`src/rtl/ledchk_pkg.sv`:
```
// Shared types and timing helpers for the LED waveform checker.
// Assumes nominal times are given in nanoseconds and the clock in hertz.
package ledchk_pkg;

    typedef enum logic [1:0] {
        ST_HUNT = 2'd0,
        ST_HIGH = 2'd1,
        ST_LOW  = 2'd2
    } chk_state_e;

    // Nominal times of the line protocol, in nanoseconds.
    localparam int unsigned ZERO_HIGH_NS = 400;
    localparam int unsigned ZERO_LOW_NS  = 850;
    localparam int unsigned ONE_HIGH_NS  = 800;
    localparam int unsigned ONE_LOW_NS   = 450;
    localparam int unsigned TOL_NS       = 150;
    localparam int unsigned LATCH_OLD_NS = 55_000;
    localparam int unsigned LATCH_NEW_NS = 285_000;

    // Number of window comparators: high0, high1, low0, low1, lastlow0, lastlow1.
    localparam int unsigned NUM_WIN = 6;

    // Convert a time in ns to clock cycles, rounded to nearest.
    function automatic int unsigned ns_to_cycles(input longint unsigned ns,
                                                 input longint unsigned clk_hz);
        longint unsigned prod;
        prod = (ns * clk_hz + 64'd500_000_000) / 64'd1_000_000_000;
        return int'(prod);
    endfunction

endpackage

```
`src/rtl/ledchk_range.sv`:
```
// Inclusive range test of a measured width against [LO, HI].
// Assumes LO <= HI and both fit in CW bits.
module ledchk_range #(
    parameter int unsigned CW = 14,
    parameter int unsigned LO = 0,
    parameter int unsigned HI = 1
) (
    input  logic [CW-1:0] width,
    output logic          hit
);

    // Compare against both bounds at once.
    always_comb begin
        hit = (width >= CW'(LO)) && (width <= CW'(HI));
    end

endmodule

```
`src/rtl/ledchk_judge.sv`:
```
// Window bank: one range comparator per nominal interval and a selector
// that returns the verdict for the expected bit. Assumes TOL is smaller
// than every nominal interval so no window underflows.
module ledchk_judge #(
    parameter int unsigned CW      = 14,
    parameter int unsigned T_H0    = 50,
    parameter int unsigned T_H1    = 100,
    parameter int unsigned T_L0    = 106,
    parameter int unsigned T_L1    = 56,
    parameter int unsigned T_LATCH = 6875,
    parameter int unsigned T_TOL   = 19
) (
    input  logic [CW-1:0] width,
    input  logic          exp_bit,
    input  logic          last_bit,
    output logic          hi_ok,
    output logic          hi_swapped,
    output logic          lo_ok
);

    localparam int unsigned NW = ledchk_pkg::NUM_WIN;
    localparam int unsigned WIN_CTR [NW] = '{
        T_H0, T_H1, T_L0, T_L1, T_L0 + T_LATCH, T_L1 + T_LATCH
    };

    logic [NW-1:0] hit;

    // One comparator per window centre.
    generate
        for (genvar gi = 0; gi < NW; gi++) begin : g_win
            ledchk_range #(
                .CW (CW),
                .LO (WIN_CTR[gi] - T_TOL),
                .HI (WIN_CTR[gi] + T_TOL)
            ) u_range (
                .width (width),
                .hit   (hit[gi])
            );
        end
    endgenerate

    // Pick the windows belonging to the expected bit and position.
    always_comb begin
        hi_ok      = exp_bit ? hit[1] : hit[0];
        hi_swapped = exp_bit ? hit[0] : hit[1];
        if (last_bit) begin
            lo_ok = exp_bit ? hit[5] : hit[4];
        end else begin
            lo_ok = exp_bit ? hit[3] : hit[2];
        end
    end

endmodule

```
`config.mk`:
```
export PLATFORM = sky130hd
export DESIGN_NAME = ledchk_judge
export DESIGN_NICKNAME = d
export VERILOG_FILES = /design/src/rtl/ledchk_pkg.sv /design/src/rtl/ledchk_range.sv /design/src/rtl/ledchk_judge.sv
export SDC_FILE = /design/constraint.sdc
export NUM_CORES = 1
export LEC_CHECK = 0
export ABC_AREA = 1
export BUFFER_PORTS_ARGS = -buffer_cell sky130_fd_sc_hd__buf_2
export CORE_AREA = 2 2 39 41
export DETAILED_ROUTE_END_ITERATION = 6
export DIE_AREA = 0 0 41 43
export PLACE_DENSITY_LB_ADDON = 0.2
export SYNTH_ARGS = -nofsm -noshare
export SYNTH_HDL_FRONTEND = slang
export SYNTH_SLANG_ARGS = --single-unit
```
`constraint.sdc`:
```
create_clock -name vclk -period 1.7
set_input_delay 0.17 -clock vclk [all_inputs]
set_output_delay 0.17 -clock vclk [all_outputs]
set_load 0.05 [all_outputs]
```
======== Word-level counts from Yosys, hierarchy flattened ========
Cells that the tools add are included.
storage, ports and cells
  flip-flop bits (word level) ............. 0
  output and inout bits ................... 3
  logic and storage cells ................. 23
operators by class
  $lt $le $gt $ge ......................... 12
  mux-type cells .......................... 5
  reductions and logical operators ........ 6
operators with widths
  kind                                                                                    number
  14-bit by 7-bit <= comparator with 1-bit output (second input constant)                 4
  14-bit by 13-bit greater-or-equal comparator with 1-bit output (second input constant)  2
  14-bit by 7-bit greater-or-equal comparator with 1-bit output (second input constant)   2
  14-bit by 13-bit <= comparator with 1-bit output (second input constant)                2
  14-bit by 5-bit greater-or-equal comparator with 1-bit output (second input constant)   1
  14-bit by 6-bit greater-or-equal comparator with 1-bit output (second input constant)   1
  1-bit logical AND                                                                       6
  1-bit two-way mux                                                                       5

======== Longest topological paths before layout ========
Gate-level depths: netlist of the first run.
  word-level depth ........................ 4
  mapped depth ............................ 11

======== Hierarchy ========
A second synthesis of the first run with hierarchy kept.
unflattened totals
  cells, all modules ...................... 147
  area, all modules ....................... 581.8 sq um
modules (own cells, without submodules)
  module                            instances  cells each  area an instance (sq um)
  ledchk_range at g_win[4].u_range  1          32          126.4
  ledchk_range at g_win[2].u_range  1          25          95.1
  ledchk_range at g_win[1].u_range  1          20          78.8
  ledchk_range at g_win[3].u_range  1          18          73.8
  ledchk_judge                      1          18          72.6
  ledchk_range at g_win[0].u_range  1          18          72.6
  ledchk_range at g_win[5].u_range  1          16          62.6

======== Worst setup path after synthesis of the first run ========
OpenSTA, ideal clock, no wires.
  path kind ............................... input-to-output
  from .................................... input port width[8]
  to ...................................... output port hi_ok
  arrival time ............................ 1789 ps
  slack ................................... -259 ps
  stages .................................. 6
  cell sequence ........................... nor2_1 -> nand2_1 -> nor2_2 -> a21boi_0 -> nand2_1 -> o21ai_0
on the way
  longest elaborated chain between the ends .. 3
  elaborated cells on any way between the ends .. 7
  classes of those cells .................. order compare: 4; mux: 1; reduce/logical: 2
RTL lines
  item                                                                                   RTL line            RTL
  start, declared                                                                        ledchk_judge.sv:13  input logic [CW-1:0] width,
  14-bit by 5-bit greater-or-equal comparator with 1-bit output (tied with other cells)  ledchk_range.sv:14  hit = (width >= CW'(LO)) && (width <= CW'(HI));
  1-bit logical AND                                                                      ledchk_range.sv:14
  1-bit two-way mux *                                                                    ledchk_judge.sv:44  hi_ok = exp_bit ? hit[1] : hit[0];
  end, declared                                                                          ledchk_judge.sv:16  output logic hi_ok,
Every way passes the cells marked *; elsewhere a longest branch is shown, timed or not.

======== Worst setup path in the final report of the first run ========
  from .................................... input port width[5]
  to ...................................... output port lo_ok
on the way
  longest elaborated chain between the ends .. 4
  elaborated cells on any way between the ends .. 15
  classes of those cells .................. order compare: 8; mux: 3; reduce/logical: 4
RTL lines
  item                                                                                   RTL line                                RTL
  14-bit by 7-bit greater-or-equal comparator with 1-bit output (tied with other cells)  ledchk_range.sv:14
  1-bit logical AND                                                                      ledchk_range.sv:14
  1-bit two-way mux (on tied branches)                                                   ledchk_judge.sv:49, ledchk_judge.sv:47
  1-bit two-way mux *                                                                    ledchk_judge.sv:46                      if (last_bit) begin
  end, declared                                                                          ledchk_judge.sv:18                      output logic lo_ok
Marks and branches as above.

==> flow_metrics.env, run 1 <==
export IMPL_core_sq_mm=0.00138
export IMPL_wl_per_cell_um=8.06
export IMPL_number_of_endpoints_failing_setup_at_the_final_stage=0
export IMPL_io_pins=19
export IMPL_required_worst_endpoint_ns=1.53
export IMPL_timing_worst_slew_pin_value_ns=0.265
export IMPL_crit_path_end_kind="primary output"
export IMPL_synthesis_area_sq_um=485
export IMPL_fillerInstances=176
export IMPL_grt_antenna_before_repair=0
export IMPL_drt_first_iter_violations=24
export IMPL_layout_area_growth_over_synthesis_pct=21.4
export IMPL_total_switching_power_mw=0.0734
export IMPL_p_int_mw=0.0402
export IMPL_clock_buffers=0
export IMPL_sequential_cell_area_sq_um=0
export IMPL_final_instance_count_excl_fillers=147
export IMPL_place_congestion=0.781
export IMPL_synthCells=113
export IMPL_first_pass_iters=4
export IMPL_synth_lib_cells_used_distinct=14
export IMPL_combinational_group_share_of_total_power=1.000
export IMPL_crit_arrival_ns=1.30
export IMPL_worst_ir_drop_vdd_uv=70.0
export IMPL_slowest_stage="sky130_fd_sc_hd__buf_2"
export IMPL_nNetsFinal=149
export IMPL_post_route_cell_area_sq_um=589
export IMPL_synth_yosys_seq_area_share=0
export IMPL_sw_frac_of_total=0.646
export IMPL_postCtsSetupRepairBufs=0
export IMPL_post_cts_resized_instances=0
export IMPL_timing_final_crit_period_ns=1.47
export IMPL_drive_gt1_frac=0.176
export IMPL_detail_route_vias_per_cell=4.69
export IMPL_grt_pass1_vias=530
export IMPL_drt_drc_violations_left=0
export IMPL_min_path_type="in2out"
export IMPL_ffs_latches=0
export IMPL_min_delay_path_depth=3
export IMPL_route_final_wire_length_um=1190
export IMPL_total_routing_resource_utilization_after_global_routing=0.154
export IMPL_power_density_cell_area_mw_per_mm2=193
export IMPL_start_util=0.351
export IMPL_drv_slew=0
export IMPL_hold_viol_final=0
export IMPL_timing_max_slew_rel_slack=0.823
export IMPL_die_x_um=41
export IMPL_run_status="finished, final reports clean"
export IMPL_setup_worst_path_start_class="input port"
export IMPL_min_period_over_period=0.864
export IMPL_die_ht_um=43
export IMPL_syn_avg_cell_area_sq_um=4.30
export IMPL_p_seq_frac=0
export IMPL_via_count=689
export IMPL_post_place_cells=147
export IMPL_largest_net_degree_at_the_start_of_global_routing=12
export IMPL_crit_path_max_fanout=11
export IMPL_max_cap_violations=0
export IMPL_maxClockFrequency_mhz=681
export IMPL_antenna_cells=0
export IMPL_die_area_sq_mm=0.00176
export IMPL_cpPeakStageDelay_ns=0.24
export IMPL_list_of_cells_traversed_by_the_critical_path="buf_2 > nor2_1 > nand2_1 > nand3_1 > nand2_1 > a21oi_1 > nand2_1 > nand2_1 > nand2_1 > inv_1 > buf_2"
export IMPL_cts_hold_buffers_added=0
export IMPL_share_clk_of_total_power=0
export IMPL_placement_io_buffers=19
export IMPL_place_area_sq_um=589
export IMPL_leakagePower_nw=0.367
export IMPL_path_common_cell="sky130_fd_sc_hd__nand2_1"
export IMPL_grt_setup_unrepaired="no"
export IMPL_yosysWarningCount=0
export IMPL_criticalPathCategory="in2out"
export IMPL_syn_num_nets=129
export IMPL_place_detailed_hpwl_um=1060
export IMPL_overflow=0
export IMPL_placement_rows=14
export IMPL_grt_pass1_wl_um=2010
export IMPL_ant_nets=0
## cells in the mapped netlist, drive strengths merged
master,number,area share
nand2,48,0.37
nor3b,1,0.026
a21oi,3,0.031
a21boi,1,0.015
a31oi,1,0.013
buf,1,0.023
nor2,21,0.18
nand3,7,0.072
nand4,4,0.052
clkinv,1,0.0077
o21ai,4,0.041
inv,20,0.15
nand3b,1,0.015
## kinds of logic after synthesis
kind of cell,after synthesis,share of synthesized area
AO/OA/AOI/OAI,9,0.101
AND/OR/NAND/NOR,82,0.714
buffers and inverters,22,0.186
## power by group through the flow
stage / clock network (mW) / registers [mW] / logic (mW)
2_1_floorplan: 0 / 0 / 0.0726
3_3_place_gp: 0 / 0 / 0.114
3_5_place_dp: 0 / 0 / 0.114
4_1_cts: 0 / 0 / 0.114
5_1_grt: 0 / 0 / 0.131
6_report: 0 / 0 / 0.114
## path summary, 6_finish.rpt
check,from,to,slack (ns)
max,width[5],lo_ok,0.23
min,exp_bit,hi_ok,0.74
## final cells by class
cell class / count / area, sq um / area share
inverters: 21 / 78.8 / 0.134
repair buffers: 19 / 95.1 / 0.161
well taps: 16 / 20.0 / 0.0340
multi-input cells: 91 / 395 / 0.671
## per-layer routing
layer | vias up | track usage | routed length, um
li1 | 382 | - | -
met1 | 289 | 0.228 | 562
met2 | 18 | 0.256 | 577
met3 | 0 | 0 | 45
met4 | 0 | 0 | 0
met5 | - | 0 | 0
## per-stage QoR
stage / total power, mW / TNS [ns] / util / setup WS (ns) / hold slack, ns
detailed placement: 0.114 / 0 / 0.426 / 0.240 / 0.745
global route: 0.131 / 0 / 0.426 / 0.0403 / 0.778
finish: 0.114 / 0 / 0.426 / 0.231 / 0.739
global placement: 0.114 / 0 / 0.426 / 0.246 / 0.741
floorplan: 0.0726 / -0.518 / - / -0.259 / 0.669
CTS: 0.114 / 0 / 0.426 / 0.230 / 0.745
## cell usage in the layout (no fill, tap or decap), types with 3 or more instances in the layout
master,Yosys,final
sky130_fd_sc_hd__nand2_1,48,48
sky130_fd_sc_hd__buf_2,0,19
sky130_fd_sc_hd__nor2_1,18,18
sky130_fd_sc_hd__nor2_2,3,3
sky130_fd_sc_hd__nand4_1,4,4
sky130_fd_sc_hd__nand3_1,7,7
sky130_fd_sc_hd__inv_1,20,20
sky130_fd_sc_hd__o21ai_0,4,4
sky130_fd_sc_hd__a21oi_1,3,3
## critical path: cells and delay by family
family | cells | cell delay (ns)
simple gates | 7 | 0.59
buf+inv | 3 | 0.43
compound gates | 1 | 0.11
No activity file was read; power rests on OpenSTA's default activity.
==> run 2: changes to the inputs <==
SYNTH_HIERARCHICAL = 1   (was unset)
==> run 2 against run 1 <==
Net effect: flip-flop and latch count unchanged; critical endpoint unchanged; largest cell class unchanged; largest power group unchanged; worst hold slack better by 0.00096 ns; global-route usage rose by 0.40 points.
==> flow_metrics.env, run 2 <==
export IMPL_run_status="finished, final reports clean"
export IMPL_final_common_cell="sky130_fd_sc_hd__nand2_1"
export IMPL_place_congestion=0.832
export IMPL_syn_avg_cell_area_sq_um=3.96
export IMPL_sw_frac_of_total=0.648
export IMPL_grt_pass1_wl_um=2100
export IMPL_timing_final_crit_period_ns=1.39
export IMPL_die_ht_um=43
export IMPL_io_pins=19
export IMPL_min_path_type="in2out"
export IMPL_required_worst_endpoint_ns=1.53
export IMPL_post_place_cells=182
export IMPL_yosys_cell_count_top_type="sky130_fd_sc_hd__nand2_1"
export IMPL_die_x_um=41
export IMPL_synthesis_area_sq_um=582
export IMPL_route_final_wire_length_um=1300
export IMPL_place_area_sq_um=697
export IMPL_min_period_over_period=0.819
export IMPL_yosys_area_top_type="sky130_fd_sc_hd__nand2_1"
export IMPL_share_clk_of_total_power=0
export IMPL_start_util=0.420
export IMPL_leakagePower_nw=0.466
export IMPL_overflow=0
export IMPL_mostFrequentLayoutCells="sky130_fd_sc_hd__nand2_1 (52), sky130_fd_sc_hd__inv_1 (39), sky130_fd_sc_hd__nor2_1 (37), sky130_fd_sc_hd__buf_2 (19), sky130_fd_sc_hd__nand3_1 (9)"
export IMPL_maxClockFrequency_mhz=719
export IMPL_via_count=779
export IMPL_criticalPathCategory="in2out"
export IMPL_p_int_mw=0.0425
export IMPL_largest_net_degree_at_the_start_of_global_routing=12
export IMPL_fillerInstances=170
export IMPL_crit_arrival_ns=1.22
export IMPL_netlist_top_cells_count="sky130_fd_sc_hd__nand2_1 (52), sky130_fd_sc_hd__inv_1 (39), sky130_fd_sc_hd__nor2_1 (37)"
export IMPL_synthCells=147
export IMPL_ant_nets=0
export IMPL_path_common_cell="sky130_fd_sc_hd__nand2_1"
export IMPL_timing_max_slew_rel_slack=0.835
export IMPL_yosysWarningCount=6
export IMPL_wl_per_cell_um=7.12
export IMPL_slowest_stage="sky130_fd_sc_hd__buf_2"
export IMPL_drt_drc_violations_left=0
export IMPL_drv_slew=0
export IMPL_clock_buffers=0
export IMPL_antenna_cells=0
export IMPL_final_instance_count_excl_fillers=182
export IMPL_number_of_endpoints_failing_setup_at_the_final_stage=0
export IMPL_cts_hold_buffers_added=0
export IMPL_p_seq_frac=0
export IMPL_multi_input_comb_area_sq_um=432
export IMPL_max_cap_violations=0
export IMPL_drt_first_iter_violations=9
export IMPL_list_of_cells_traversed_by_the_critical_path="buf_2 > nand2_1 > inv_1 > nand2_1 > nor2_2 > nor2_1 > nor2_1 > inv_1 > nand2_1 > nand3_1 > nand2_1 > buf_2"
export IMPL_combinational_group_share_of_total_power=1.000
export IMPL_nNetsFinal=184
export IMPL_post_route_cell_area_sq_um=697
export IMPL_postCtsSetupRepairBufs=0
export IMPL_power_density_cell_area_mw_per_mm2=173
export IMPL_placement_io_buffers=19
export IMPL_first_pass_iters=4
export IMPL_grt_antenna_before_repair=0
export IMPL_total_routing_resource_utilization_after_global_routing=0.158
export IMPL_critical_path_top_delay_family="buffers and inverters"
export IMPL_setup_tns_final_ns=0
export IMPL_synth_lib_cells_used_distinct=10
export IMPL_synth_yosys_seq_area_share=0
export IMPL_grt_setup_unrepaired="no"
export IMPL_place_detailed_hpwl_um=1120
export IMPL_grt_pass1_vias=576
export IMPL_die_area_sq_mm=0.00176
export IMPL_total_switching_power_mw=0.0784
export IMPL_crit_path_max_fanout=11
export IMPL_hold_viol_final=0
export IMPL_worst_path_buf_inv=4
export IMPL_timing_worst_slew_pin_value_ns=0.249
export IMPL_sequential_cell_area_sq_um=0
export IMPL_syn_num_nets=163
export IMPL_setup_worst_path_start_class="input port"
export IMPL_drive_gt1_frac=0.139
export IMPL_fin_worst_hold_slack_ns=0.740
export IMPL_netlist_top_cells_area="sky130_fd_sc_hd__nand2_1 (34%), sky130_fd_sc_hd__inv_1 (25%), sky130_fd_sc_hd__nor2_1 (24%)"
export IMPL_cpPeakStageDelay_ns=0.25
export IMPL_ffs_latches=0
export IMPL_detail_route_vias_per_cell=4.28
export IMPL_synth_top_cell_area_share=0.335
export IMPL_fin_total_pwr_mw=0.121
export IMPL_post_cts_resized_instances=0
export IMPL_core_sq_mm=0.00138
export IMPL_crit_path_end_kind="primary output"
export IMPL_layout_area_growth_over_synthesis_pct=19.8
export IMPL_placement_rows=14
export IMPL_worst_ir_drop_vdd_uv=102
==> run 2: layout make-up <==
type,count,area share
Tap cell,16,0.0287
Multi-Input combinational cell,107,0.619
Timing Repair Buffer,19,0.136
Inverter,40,0.215
==> run 2: per-layer routing <==
metal	track usage	share of wire	wire length, um
met1	0.225	0.46	602
met2	0.272	0.50	651
met3	0	0.032	41
met4	0	0	0
met5	0	0	0
==> run 2: logic make-up after synthesis <==
family	after synthesis	share of synthesized area
simple gates	101	0.684
buf+inv	40	0.258
compound gates	6	0.0581
==> run 2: stage by stage <==
step	util	setup slack, ns
after detailed placement	0.504	0.309
after CTS	0.504	0.307
final	0.504	0.308
after floorplan	-	0.272
after global routing	0.504	0.157
after global placement	0.504	0.328
==> run 2: worst paths after layout <==
check             cells past startpoint    endpoint  slack (ns)      from
setup / recovery                     12       lo_ok        0.31  width[4]
hold / removal                        3  hi_swapped        0.74   exp_bit
==> run 2: power groups by stage <==
stage,clock network [mW],registers (mW),logic (mW)
floorplan,0,0,0.0674
global placement,0,0,0.119
detailed placement,0,0,0.121
CTS,0,0,0.122
global route,0,0,0.141
finish,0,0,0.121
==> run 3: changes to the inputs <==
ABC_AREA = 0   (was 1)
clock period = 1.3 ns   (was 1.7 ns; I/O delays follow)
==> run 3 against run 2 <==
Net effect: the run now ends with setup timing left; worst setup slack got worse by 0.57 ns; non-clock buffer count increased by 22; synthesized cell count fell by 70%; critical path type unchanged; critical endpoint is now hi_swapped; largest power group unchanged.
==> flow_metrics.env, run 3 <==
export IMPL_drt_drc_violations_left=0
export IMPL_placement_io_buffers=19
export IMPL_sequential_cell_area_sq_um=0
export IMPL_drive_gt1_frac=0.635
export IMPL_drt_first_iter_violations=9
export IMPL_place_congestion=0.700
export IMPL_timing_critical_path_to="hi_swapped"
export IMPL_wl_per_cell_um=14.5
export IMPL_via_count=584
export IMPL_grt_setup_unrepaired="yes"
export IMPL_final_common_cell="sky130_fd_sc_hd__buf_4"
export IMPL_number_of_endpoints_failing_setup_at_the_final_stage=3
export IMPL_clock_buffers=0
export IMPL_largest_net_degree_at_the_start_of_global_routing=11
export IMPL_first_pass_iters=4
export IMPL_power_density_cell_area_mw_per_mm2=246
export IMPL_failed_checks="setup timing"
export IMPL_synth_top_cell_area_share=0.0712
export IMPL_overflow=0
export IMPL_placement_rows=14
export IMPL_postLayoutCoreUtil=0.562
export IMPL_total_routing_resource_utilization_after_global_routing=0.170
export IMPL_run_status="finished with violations"
export IMPL_required_worst_endpoint_ns=1.17
export IMPL_setup_worst_path_start_class="input port"
export IMPL_mostFrequentLayoutCells="sky130_fd_sc_hd__buf_4 (22), sky130_fd_sc_hd__buf_2 (11), sky130_fd_sc_hd__buf_8 (6), sky130_fd_sc_hd__a211o_1 (3), sky130_fd_sc_hd__nor3_1 (3)"
export IMPL_drv_slew=0
export IMPL_syn_avg_cell_area_sq_um=8.39
export IMPL_crit_path_max_fanout=5
export IMPL_max_cap_violations=0
export IMPL_start_util=0.267
export IMPL_die_area_sq_mm=0.00176
export IMPL_ant_nets=0
export IMPL_die_x_um=41
export IMPL_crit_path_end_kind="primary output"
export IMPL_grt_pass1_wl_um=2260
export IMPL_nNetsFinal=103
export IMPL_core_sq_mm=0.00138
export IMPL_fillerInstances=138
export IMPL_synthCells=44
export IMPL_ffs_latches=0
export IMPL_timing_final_crit_period_ns=1.56
export IMPL_worst_ir_drop_vdd_uv=102
export IMPL_detail_route_vias_per_cell=5.78
export IMPL_route_final_wire_length_um=1460
export IMPL_layout_area_growth_over_synthesis_pct=111
export IMPL_synth_yosys_seq_area_share=0
export IMPL_yosys_area_top_type="sky130_fd_sc_hd__a211o_1"
export IMPL_timing_worst_slew_pin_value_ns=0.309
export IMPL_leakagePower_nw=0.308
export IMPL_grt_pass1_vias=540
export IMPL_syn_num_nets=60
export IMPL_synth_lib_cells_used_distinct=29
export IMPL_maxClockFrequency_mhz=639
export IMPL_synthesis_area_sq_um=369
export IMPL_yosysWarningCount=6
export IMPL_antenna_cells=0
export IMPL_grt_antenna_before_repair=0
export IMPL_place_detailed_hpwl_um=1070
export IMPL_min_period_over_period=1.20
export IMPL_netlist_top_cells_count="sky130_fd_sc_hd__a211o_1 (3), sky130_fd_sc_hd__a311oi_1 (3), sky130_fd_sc_hd__nor3_1 (3)"
export IMPL_post_route_worst_setup_slack_ns=-0.264
export IMPL_min_path_type="in2out"
export IMPL_startpoint="width[2]"
export IMPL_fin_total_pwr_mw=0.192
export IMPL_criticalPathCategory="in2out"
export IMPL_die_ht_um=43
export IMPL_crit_arrival_ns=1.43
export IMPL_hold_viol_final=0
export IMPL_io_pins=19
export IMPL_timing_max_slew_rel_slack=0.791
export IMPL_netlist_top_cells_area="sky130_fd_sc_hd__a211o_1 (7.1%), sky130_fd_sc_hd__a311oi_1 (7.1%), sky130_fd_sc_hd__nor4_2 (6.8%)"
-- run 3: cell count changes in the layout (fill, tap and decap cells not counted), moves of 6 or more --
| cell | delta |
|---|---|
| sky130_fd_sc_hd__buf_8 | +6 |
| sky130_fd_sc_hd__buf_4 | +22 |
| sky130_fd_sc_hd__buf_2 | -8 |
| sky130_fd_sc_hd__inv_1 | -39 |
| sky130_fd_sc_hd__nand2_1 | -50 |
| sky130_fd_sc_hd__nor2_1 | -35 |
| sky130_fd_sc_hd__nand3_1 | -7 |
-- run 3: area by class of cell --
type,count,area (sq um),area share
multi-input cells,44,425,0.547
repair buffers,41,333,0.428
well taps,16,20.0,0.0257
-- run 3: kinds of logic (layout without fill, tap and decap cells) --
group                  count (synthesis)  count (layout)  share of synthesized area
AO/OA/AOI/OAI                         18              18                      0.427
AND/OR/NAND/NOR                       23              23                      0.451
buffers and inverters                  0              41                          0
multiplexers                           3               3                      0.122
-- run 3: per-stage QoR --
step	instance area (sq um)	setup slack (ns)	hold slack [ns]	std cells	setup TNS [ns]
CTS	759	-0.252	0.689	101	-0.744
global route	778	-0.301	0.694	101	-0.872
global placement	637	-0.377	0.772	97	-1.09
finish	778	-0.264	0.688	101	-0.777
floorplan	387	-0.0490	0.492	44	-0.135
detailed placement	637	-0.389	0.772	97	-1.13
-- run 3: per-layer routing --
| layer | track usage | vias to the layer above | wire length [um] |
|---|---|---|---|
| li1 | - | 293 | - |
| met1 | 0.224 | 275 | 619 |
| met2 | 0.306 | 16 | 750 |
| met3 | 0.0105 | 0 | 92 |
| met4 | 0 | 0 | 0 |
| met5 | 0 | - | 0 |
-- run 3: timing repair --
| item | 4_1_cts | 5_1_grt |
|---|---|---|
| hold buffers | 0 | 0 |
| gates resized for setup | 25 | 4 |
| setup endpoints to repair | 3 | 3 |
| setup buffers | 4 | 0 |
| pin swaps | 6 | 2 |
-- run 3: how the worst min path moves through the flow --
stage	from	depth (start not counted)	slack [ns]	endpoint
2_1_floorplan	exp_bit	1	0.49	hi_ok
3_3_place_gp	last_bit	3	0.77	lo_ok
3_5_place_dp	last_bit	3	0.77	lo_ok
4_1_cts	last_bit	3	0.69	lo_ok
5_1_grt	last_bit	3	0.69	lo_ok
6_report	last_bit	3	0.69	lo_ok
-- run 3: worst max-delay path, stage by stage --
cell	delay [ns]
sky130_fd_sc_hd__buf_8	0.10
sky130_fd_sc_hd__or4_4	0.54
sky130_fd_sc_hd__a21oi_4	0.14
sky130_fd_sc_hd__a311oi_2	0.07
sky130_fd_sc_hd__mux2_4	0.29
sky130_fd_sc_hd__buf_8	0.15
-- run 3: power breakdown --
part | internal [mW] | switching (mW) | total, mW | leakage [nW]
combinational | 0.102 | 0.0900 | 0.192 | 0.308
clock | 0 | 0 | 0 | 0
sequential | 0 | 0 | 0 | 0
total | 0.102 | 0.0900 | 0.192 | 0.308
